## src/rtl/fpwm_pkg.sv

```systemverilog
package fpwm_pkg;

    typedef enum logic [1:0] {
        OM_OFF    = 2'd0,
        OM_TOGGLE = 2'd1,
        OM_NONINV = 2'd2,
        OM_INV    = 2'd3
    } fpwm_mode_e;

    // log2 of the prescale divider for each clock-select code (0 = stopped)
    function automatic int unsigned div_shift(input logic [2:0] sel);
        case (sel)
            3'd1:    return 0;
            3'd2:    return 3;
            3'd3:    return 5;
            3'd4:    return 6;
            3'd5:    return 7;
            3'd6:    return 8;
            3'd7:    return 10;
            default: return 0;
        endcase
    endfunction

endpackage

```

## src/rtl/fpwm_prescaler.sv

```systemverilog
module fpwm_prescaler #(
    parameter int PSC_W = 10
) (
    input  logic       clk,
    input  logic       rst_n,
    input  logic [2:0] sel,
    input  logic       clr,
    output logic       tick
);
    import fpwm_pkg::*;

    typedef struct packed {
        logic [PSC_W-1:0] cnt;
    } psc_t;

    psc_t             s_d, s_q;
    logic [PSC_W-1:0] term;
    logic             run;

    always_comb begin
        s_d  = s_q;
        run  = (sel != 3'd0);
        term = PSC_W'((32'd1 << div_shift(sel)) - 32'd1);
        tick = run && !clr && (s_q.cnt == term);
        if (clr || !run || (s_q.cnt == term))
            s_d.cnt = '0;
        else
            s_d.cnt = s_q.cnt + 1'b1;
    end

    always_ff @(posedge clk) begin
        if (!rst_n) s_q <= '0;
        else        s_q <= s_d;
    end

endmodule

```

## src/rtl/fpwm_counter.sv

```systemverilog
module fpwm_counter #(
    parameter int CNT_W = 8
) (
    input  logic             clk,
    input  logic             rst_n,
    input  logic             tick,
    input  logic             cmp_wr,
    input  logic [CNT_W-1:0] cmp_wdata,
    output logic [CNT_W-1:0] count,
    output logic [CNT_W-1:0] cmp_buf,
    output logic             at_top,
    output logic             at_match
);
    localparam logic [CNT_W-1:0] CNT_MAX = '1;

    typedef struct packed {
        logic [CNT_W-1:0] cnt;
        logic [CNT_W-1:0] buff;
        logic [CNT_W-1:0] act;
    } cnt_t;

    cnt_t s_d, s_q;

    always_comb begin
        s_d      = s_q;
        at_top   = tick && (s_q.cnt == CNT_MAX);
        at_match = tick && (s_q.cnt == s_q.act);
        if (tick)   s_d.cnt  = s_q.cnt + 1'b1;
        if (cmp_wr) s_d.buff = cmp_wdata;
        if (at_top) s_d.act  = s_q.buff;
    end

    always_ff @(posedge clk) begin
        if (!rst_n) s_q <= '0;
        else        s_q <= s_d;
    end

    assign count   = s_q.cnt;
    assign cmp_buf = s_q.buff;


    cnt_hold_chk: assert property (@(posedge clk) disable iff (!rst_n)
        !tick |=> $stable(s_q.cnt));


    act_commit_chk: assert property (@(posedge clk) disable iff (!rst_n)
        !at_top |=> $stable(s_q.act));

endmodule

```

## src/rtl/fpwm_wavegen.sv

```systemverilog
module fpwm_wavegen (
    input  logic                clk,
    input  logic                rst_n,
    input  fpwm_pkg::fpwm_mode_e mode,
    input  logic                at_top,
    input  logic                at_match,
    output logic                oc
);
    import fpwm_pkg::*;

    typedef struct packed {
        logic oc;
    } wg_t;

    wg_t s_d, s_q;

    always_comb begin
        s_d = s_q;
        case (mode)
            OM_TOGGLE: if (at_match) s_d.oc = !s_q.oc;
            OM_NONINV: begin
                if (at_top)        s_d.oc = 1'b1;
                else if (at_match) s_d.oc = 1'b0;
            end
            OM_INV: begin
                if (at_top)        s_d.oc = 1'b0;
                else if (at_match) s_d.oc = 1'b1;
            end
            default: ;
        endcase
    end

    always_ff @(posedge clk) begin
        if (!rst_n) s_q <= '0;
        else        s_q <= s_d;
    end

    assign oc = s_q.oc;


    noninv_wrap_chk: assert property (@(posedge clk) disable iff (!rst_n)
        (mode == OM_NONINV && at_top) |=> oc);


    inv_wrap_chk: assert property (@(posedge clk) disable iff (!rst_n)
        (mode == OM_INV && at_top) |=> !oc);


    toggle_chk: assert property (@(posedge clk) disable iff (!rst_n)
        (mode == OM_TOGGLE && at_match) |=> (oc != $past(oc)));

endmodule

```

## src/rtl/fpwm_timer.sv

```systemverilog
module fpwm_timer #(
    parameter int CNT_W = 8,
    parameter int PSC_W = 10
) (
    input  logic             clk,
    input  logic             rst_n,
    input  logic [1:0]       reg_addr,
    input  logic             reg_wr,
    input  logic [CNT_W-1:0] reg_wdata,
    output logic [CNT_W-1:0] reg_rdata,
    input  logic             pin_oe,
    output logic             pin_out,
    output logic             irq_ovf,
    output logic             irq_cmp
);
    import fpwm_pkg::*;

    localparam logic [1:0] A_CTRL = 2'd0;
    localparam logic [1:0] A_CNT  = 2'd1;
    localparam logic [1:0] A_CMP  = 2'd2;
    localparam logic [1:0] A_STAT = 2'd3;

    typedef struct packed {
        logic [2:0] sel;
        fpwm_mode_e mode;
        logic       ovf_f;
        logic       cmp_f;
        logic       ovf_ie;
        logic       cmp_ie;
    } regs_t;

    regs_t            r_d, r_q;
    logic             psc_clr, cmp_wr, tick, at_top, at_match, oc;
    logic [CNT_W-1:0] count, cmp_buf;

    always_comb begin
        r_d     = r_q;
        psc_clr = 1'b0;
        cmp_wr  = 1'b0;
        if (reg_wr) begin
            case (reg_addr)
                A_CTRL: begin
                    r_d.sel  = reg_wdata[2:0];
                    r_d.mode = fpwm_mode_e'(reg_wdata[5:4]);
                    psc_clr  = (reg_wdata[2:0] != r_q.sel);
                end
                A_CMP:  cmp_wr = 1'b1;
                A_STAT: begin
                    r_d.ovf_ie = reg_wdata[4];
                    r_d.cmp_ie = reg_wdata[5];
                    if (reg_wdata[0]) r_d.ovf_f = 1'b0;
                    if (reg_wdata[1]) r_d.cmp_f = 1'b0;
                end
                default: ;
            endcase
        end
        if (at_top)   r_d.ovf_f = 1'b1;
        if (at_match) r_d.cmp_f = 1'b1;
    end

    always_ff @(posedge clk) begin
        if (!rst_n) r_q <= '0;
        else        r_q <= r_d;
    end

    always_comb begin
        reg_rdata = '0;
        case (reg_addr)
            A_CTRL: begin
                reg_rdata[2:0] = r_q.sel;
                reg_rdata[5:4] = r_q.mode;
            end
            A_CNT:  reg_rdata = count;
            A_CMP:  reg_rdata = cmp_buf;
            default: begin
                reg_rdata[0] = r_q.ovf_f;
                reg_rdata[1] = r_q.cmp_f;
                reg_rdata[4] = r_q.ovf_ie;
                reg_rdata[5] = r_q.cmp_ie;
            end
        endcase
    end

    assign pin_out = pin_oe && (r_q.mode != OM_OFF) && oc;
    assign irq_ovf = r_q.ovf_f && r_q.ovf_ie;
    assign irq_cmp = r_q.cmp_f && r_q.cmp_ie;

    fpwm_prescaler #(.PSC_W(PSC_W)) u_psc (
        .clk   (clk),
        .rst_n (rst_n),
        .sel   (r_q.sel),
        .clr   (psc_clr),
        .tick  (tick)
    );

    fpwm_counter #(.CNT_W(CNT_W)) u_cnt (
        .clk       (clk),
        .rst_n     (rst_n),
        .tick      (tick),
        .cmp_wr    (cmp_wr),
        .cmp_wdata (reg_wdata),
        .count     (count),
        .cmp_buf   (cmp_buf),
        .at_top    (at_top),
        .at_match  (at_match)
    );

    fpwm_wavegen u_wave (
        .clk      (clk),
        .rst_n    (rst_n),
        .mode     (r_q.mode),
        .at_top   (at_top),
        .at_match (at_match),
        .oc       (oc)
    );


    ovf_rise_chk: assert property (@(posedge clk) disable iff (!rst_n)
        $rose(r_q.ovf_f) |-> $past(at_top));


    cmp_rise_chk: assert property (@(posedge clk) disable iff (!rst_n)
        $rose(r_q.cmp_f) |-> $past(at_match));


    psc_restart_chk: assert property (@(posedge clk) disable iff (!rst_n)
        (psc_clr && reg_wdata[2:0] != 3'd1) |=> !tick);

endmodule

```

## config.mk

```make
export PLATFORM = sky130hd
export DESIGN_NAME = fpwm_timer
export DESIGN_NICKNAME = d
export VERILOG_FILES = /design/src/rtl/fpwm_pkg.sv /design/src/rtl/fpwm_prescaler.sv /design/src/rtl/fpwm_counter.sv /design/src/rtl/fpwm_wavegen.sv /design/src/rtl/fpwm_timer.sv
export SDC_FILE = /design/constraint.sdc
export NUM_CORES = 1
export LEC_CHECK = 0
export BUFFER_PORTS_ARGS = -buffer_cell sky130_fd_sc_hd__buf_4
export CAP_MARGIN = 20
export CORE_UTILIZATION = 40
export CTS_CLUSTER_SIZE = 16
export DETAILED_ROUTE_END_ITERATION = 6
export PLACE_DENSITY = 0.56
export SYNTH_ARGS = -nofsm -noshare
export SYNTH_HDL_FRONTEND = slang
export SYNTH_SLANG_ARGS = --single-unit
```

## constraint.sdc

```tcl
create_clock -name clk -period 3.05 [get_ports clk]
set_input_delay 0.305 -clock clk [delete_from_list [all_inputs] [get_ports clk]]
set_output_delay 0.305 -clock clk [all_outputs]
set_load 0.02 [all_outputs]
```

==> results.py <==
metrics = {
    "finish": {
        "final_core_utilization_pct": 46.4,
        "final_common_cell": "dfxtp_1",
        "layout_common_cells": "dfxtp_1 (44), a21oi_1 (31), nand3_1 (29)",
        "fin_nets": 336,
        "postLayoutCellArea_um2": 2750,
        "layout-drive-gt1-share_pct": 13.7,
        "final_cells": 390,
        "diodes": 0,
        "fillCellCount": 604,
        "syn2layout_area_growth_pct": 11.2,
    },
    "global_route": {
        "grt_max_degree": 32,
        "overflow": 0,
        "grt_use_total_pct": 20.4,
        "grt_antenna_before_repair": 0,
        "grt_pass1_vias": 2014,
        "grt_first_pass_wirelength_um": 10100,
    },
    "clock_tree": {
        "cts_buffers": 5,
        "cts-resized-gates": 0,
        "cts_root_buf": "clkbuf_8",
        "cts_tree": "yes",
        "cts_hold_buffers": 0,
        "numClockSinks": 44,
        "cts_buffer_depth": 2,
        "htree_levels": 2,
        "postCtsSetupBuffers": 0,
        "clk_latency_ns": 0.29,
        "clk_pin_slew_worst_paths_ns": 0.08,
    },
    "detailed_routing": {
        "post_drt_wl_per_cell_um": 15.3,
        "vias": 2214,
        "viasPerCell": 5.68,
        "drc": 0,
        "wl_um": 5960,
        "firstDrtPassIters": 4,
        "ant_nets": 0,
        "drt-initial-drc-count": 134,
    },
    "timing": {
        "tightest_slew_ns": 0.966,
        "drv_slew": 0,
        "setup_slack_ns": 0.369,
        "relSlewSlack_pct": 35.5,
        "finalCritPeriodShare_pct": 87.9,
        "hold_viol": 0,
        "fin_skew_ns": 0.00642,
        "setup-tns-final_ns": 0,
        "min_period_ns": 2.68,
        "rsz0062_at_grt": "no",
        "fmax_ghz": 0.373,
        "finalSetupViolCount": 0,
    },
    "synth": {
        "synthCells": 303,
        "synth-seq-cells": 44,
        "syn_avg_cell_area_um2": 8.15,
        "yosysSeqAreaShare_pct": 35.7,
        "synth_warnings": 0,
        "async_flop_share_pct": 0,
        "syn_nets": 324,
        "synthesis.area_um2": 2470,
        "ys_types": 48,
        "ys.flop_type": "dfxtp_1",
        "synth_edf_count": 0,
    },
    "floorplanning": {
        "die_area_um2": 6490,
        "die_x_um": 80.6,
        "ios": 25,
        "core_area_um2": 5920,
        "start_util_pct": 41.7,
        "die_y_um": 80.6,
        "row_count": 28,
    },
    "run_status": {
        "status": "completed",
    },
    "setup_path": {
        "cp.arrival_ns": 2.89,
        "crit_type": "register to register",
        "end_kind": "register",
        "cp-start-kind": "register",
        "critPathRequiredTime_ns": 3.26,
        "crit_path_max_fanout": 24,
    },
    "place": {
        "hpwlAfterDp_um": 4300,
        "port_buffers": 24,
        "place_inst": 383,
        "pre_cts_slack_ns": 0.377,
        "dpl_cell_area_um2": 2670,
        "gp_congestion": 0.768,
    },
    "power_and_ir_drop": {
        "vdd_ir_drop_max_uv": 205,
        "p_per_area_nw_per_um2": 395,
        "p_leak_uw": 0.000952,
    },
    "worst_hold_path": {
        "hold_path_class": "input pin to register",
    },
    "job": {
        "cap_violations": 0,
    },
}
[metal layers]
layer / up-vias / global-route usage [%] / wire length, um
li1: 1105 / - / -
met1: 1036 / 27.1 / 2760
met2: 68 / 33.2 / 2800
met3: 5 / 4.55 / 354
met4: 0 / 4.64 / 47
met5: - / 0 / 0
[worst paths after layout]
kind / startpoint / to / slack (ns) / cells past startpoint
min reg2reg: r_q[0]$_SDFFE_PN0P_ / r_q[0]$_SDFFE_PN0P_ / 0.46 / 2
max reg2reg: r_q[7]$_SDFFE_PN0P_ / u_cnt.count[7]$_SDFFE_PN0P_ / 0.37 / 9
max: r_q[7]$_SDFFE_PN0P_ / u_cnt.count[7]$_SDFFE_PN0P_ / 0.37 / 9
min: reg_wdata[6] / u_cnt.cmp_buf[6]$_SDFFE_PN0P_ / 0.26 / 3
[layout make-up]
class / instances / area [um2] / share of cell area [%]
inverter: 12 / 45.0 / 1.64
clock inverter: 1 / 5.00 / 0.182
sequential: 44 / 881 / 32.1
tap: 75 / 93.8 / 3.42
timing repair buffer: 28 / 210 / 7.66
clock buffer: 6 / 72.6 / 2.64
multi-input combinational: 224 / 1440 / 52.4
[state kept, by name, summed over array words and instances, names as in the netlist]
name	cells
u_psc.s_q	10
r_q	9
u_cnt.cmp_buf	8
u_cnt.count	8
u_cnt.s_q	8
u_wave.oc	1
[critical path: stages (launching register included)]
cell,delay [ns]
dfxtp_1,0.31
or2_2,0.29
ha_1,0.26
or4b_1,0.48
o211ai_1,0.11
xnor2_1,0.17
nand4_2,0.09
buf_4,0.23
or4_1,0.52
a21oi_1,0.14
[where the power goes]
group | switching [uW] | leakage [uW] | internal (uW)
Sequential | 10.3 | 0.000355 | 583
Combinational | 92.7 | 0.000555 | 50.9
Clock | 191 | 0.0000410 | 156
[logic make-up (layout without fill, tap and decap cells)]
family	count (synthesis)	after routing	share of synthesized area (%)
xor+xnor	24	24	8.51
mux	6	6	2.43
buf+inv	35	47	6.08
compound gates	68	68	18.0
simple gates	118	118	25.5
flops	44	44	35.7
other cells	1	1	0.152
fa+ha+maj	7	7	3.55
[synthesized netlist by cell type (all sizes together) (3+ instances only)]
cell type   n  share of area (%)
inv        12                1.8
o21ai      11                2.2
a31oi       3               0.76
or4         5                1.5
xor2        8                2.8
nor3        3               0.61
clkbuf     18                2.7
and4        3                1.1
o31ai       7                2.3
nand2      27                4.1
nand3      30                6.3
ha          7                3.5
a222oi      5                2.0
a21oi      31                6.3
a22oi       3               0.91
nor2       20                3.0
xnor2      16                5.7
mux2i       6                2.4
buf         5                1.5
nand4      12                3.3
dfxtp      44                 36
nor2b       4                1.0
[through the flow]
| stage | hold WS (ns) | total power, uW |
|---|---|---|
| 2_1_floorplan | 0.436 | 705 |
| 3_3_place_gp | 0.445 | 750 |
| 3_5_place_dp | 0.457 | 750 |
| 4_1_cts | 0.260 | 1090 |
| 5_1_grt | 0.266 | 1140 |
| 6_report | 0.265 | 1080 |
Note: power is estimated with default switching activity, not from simulation.
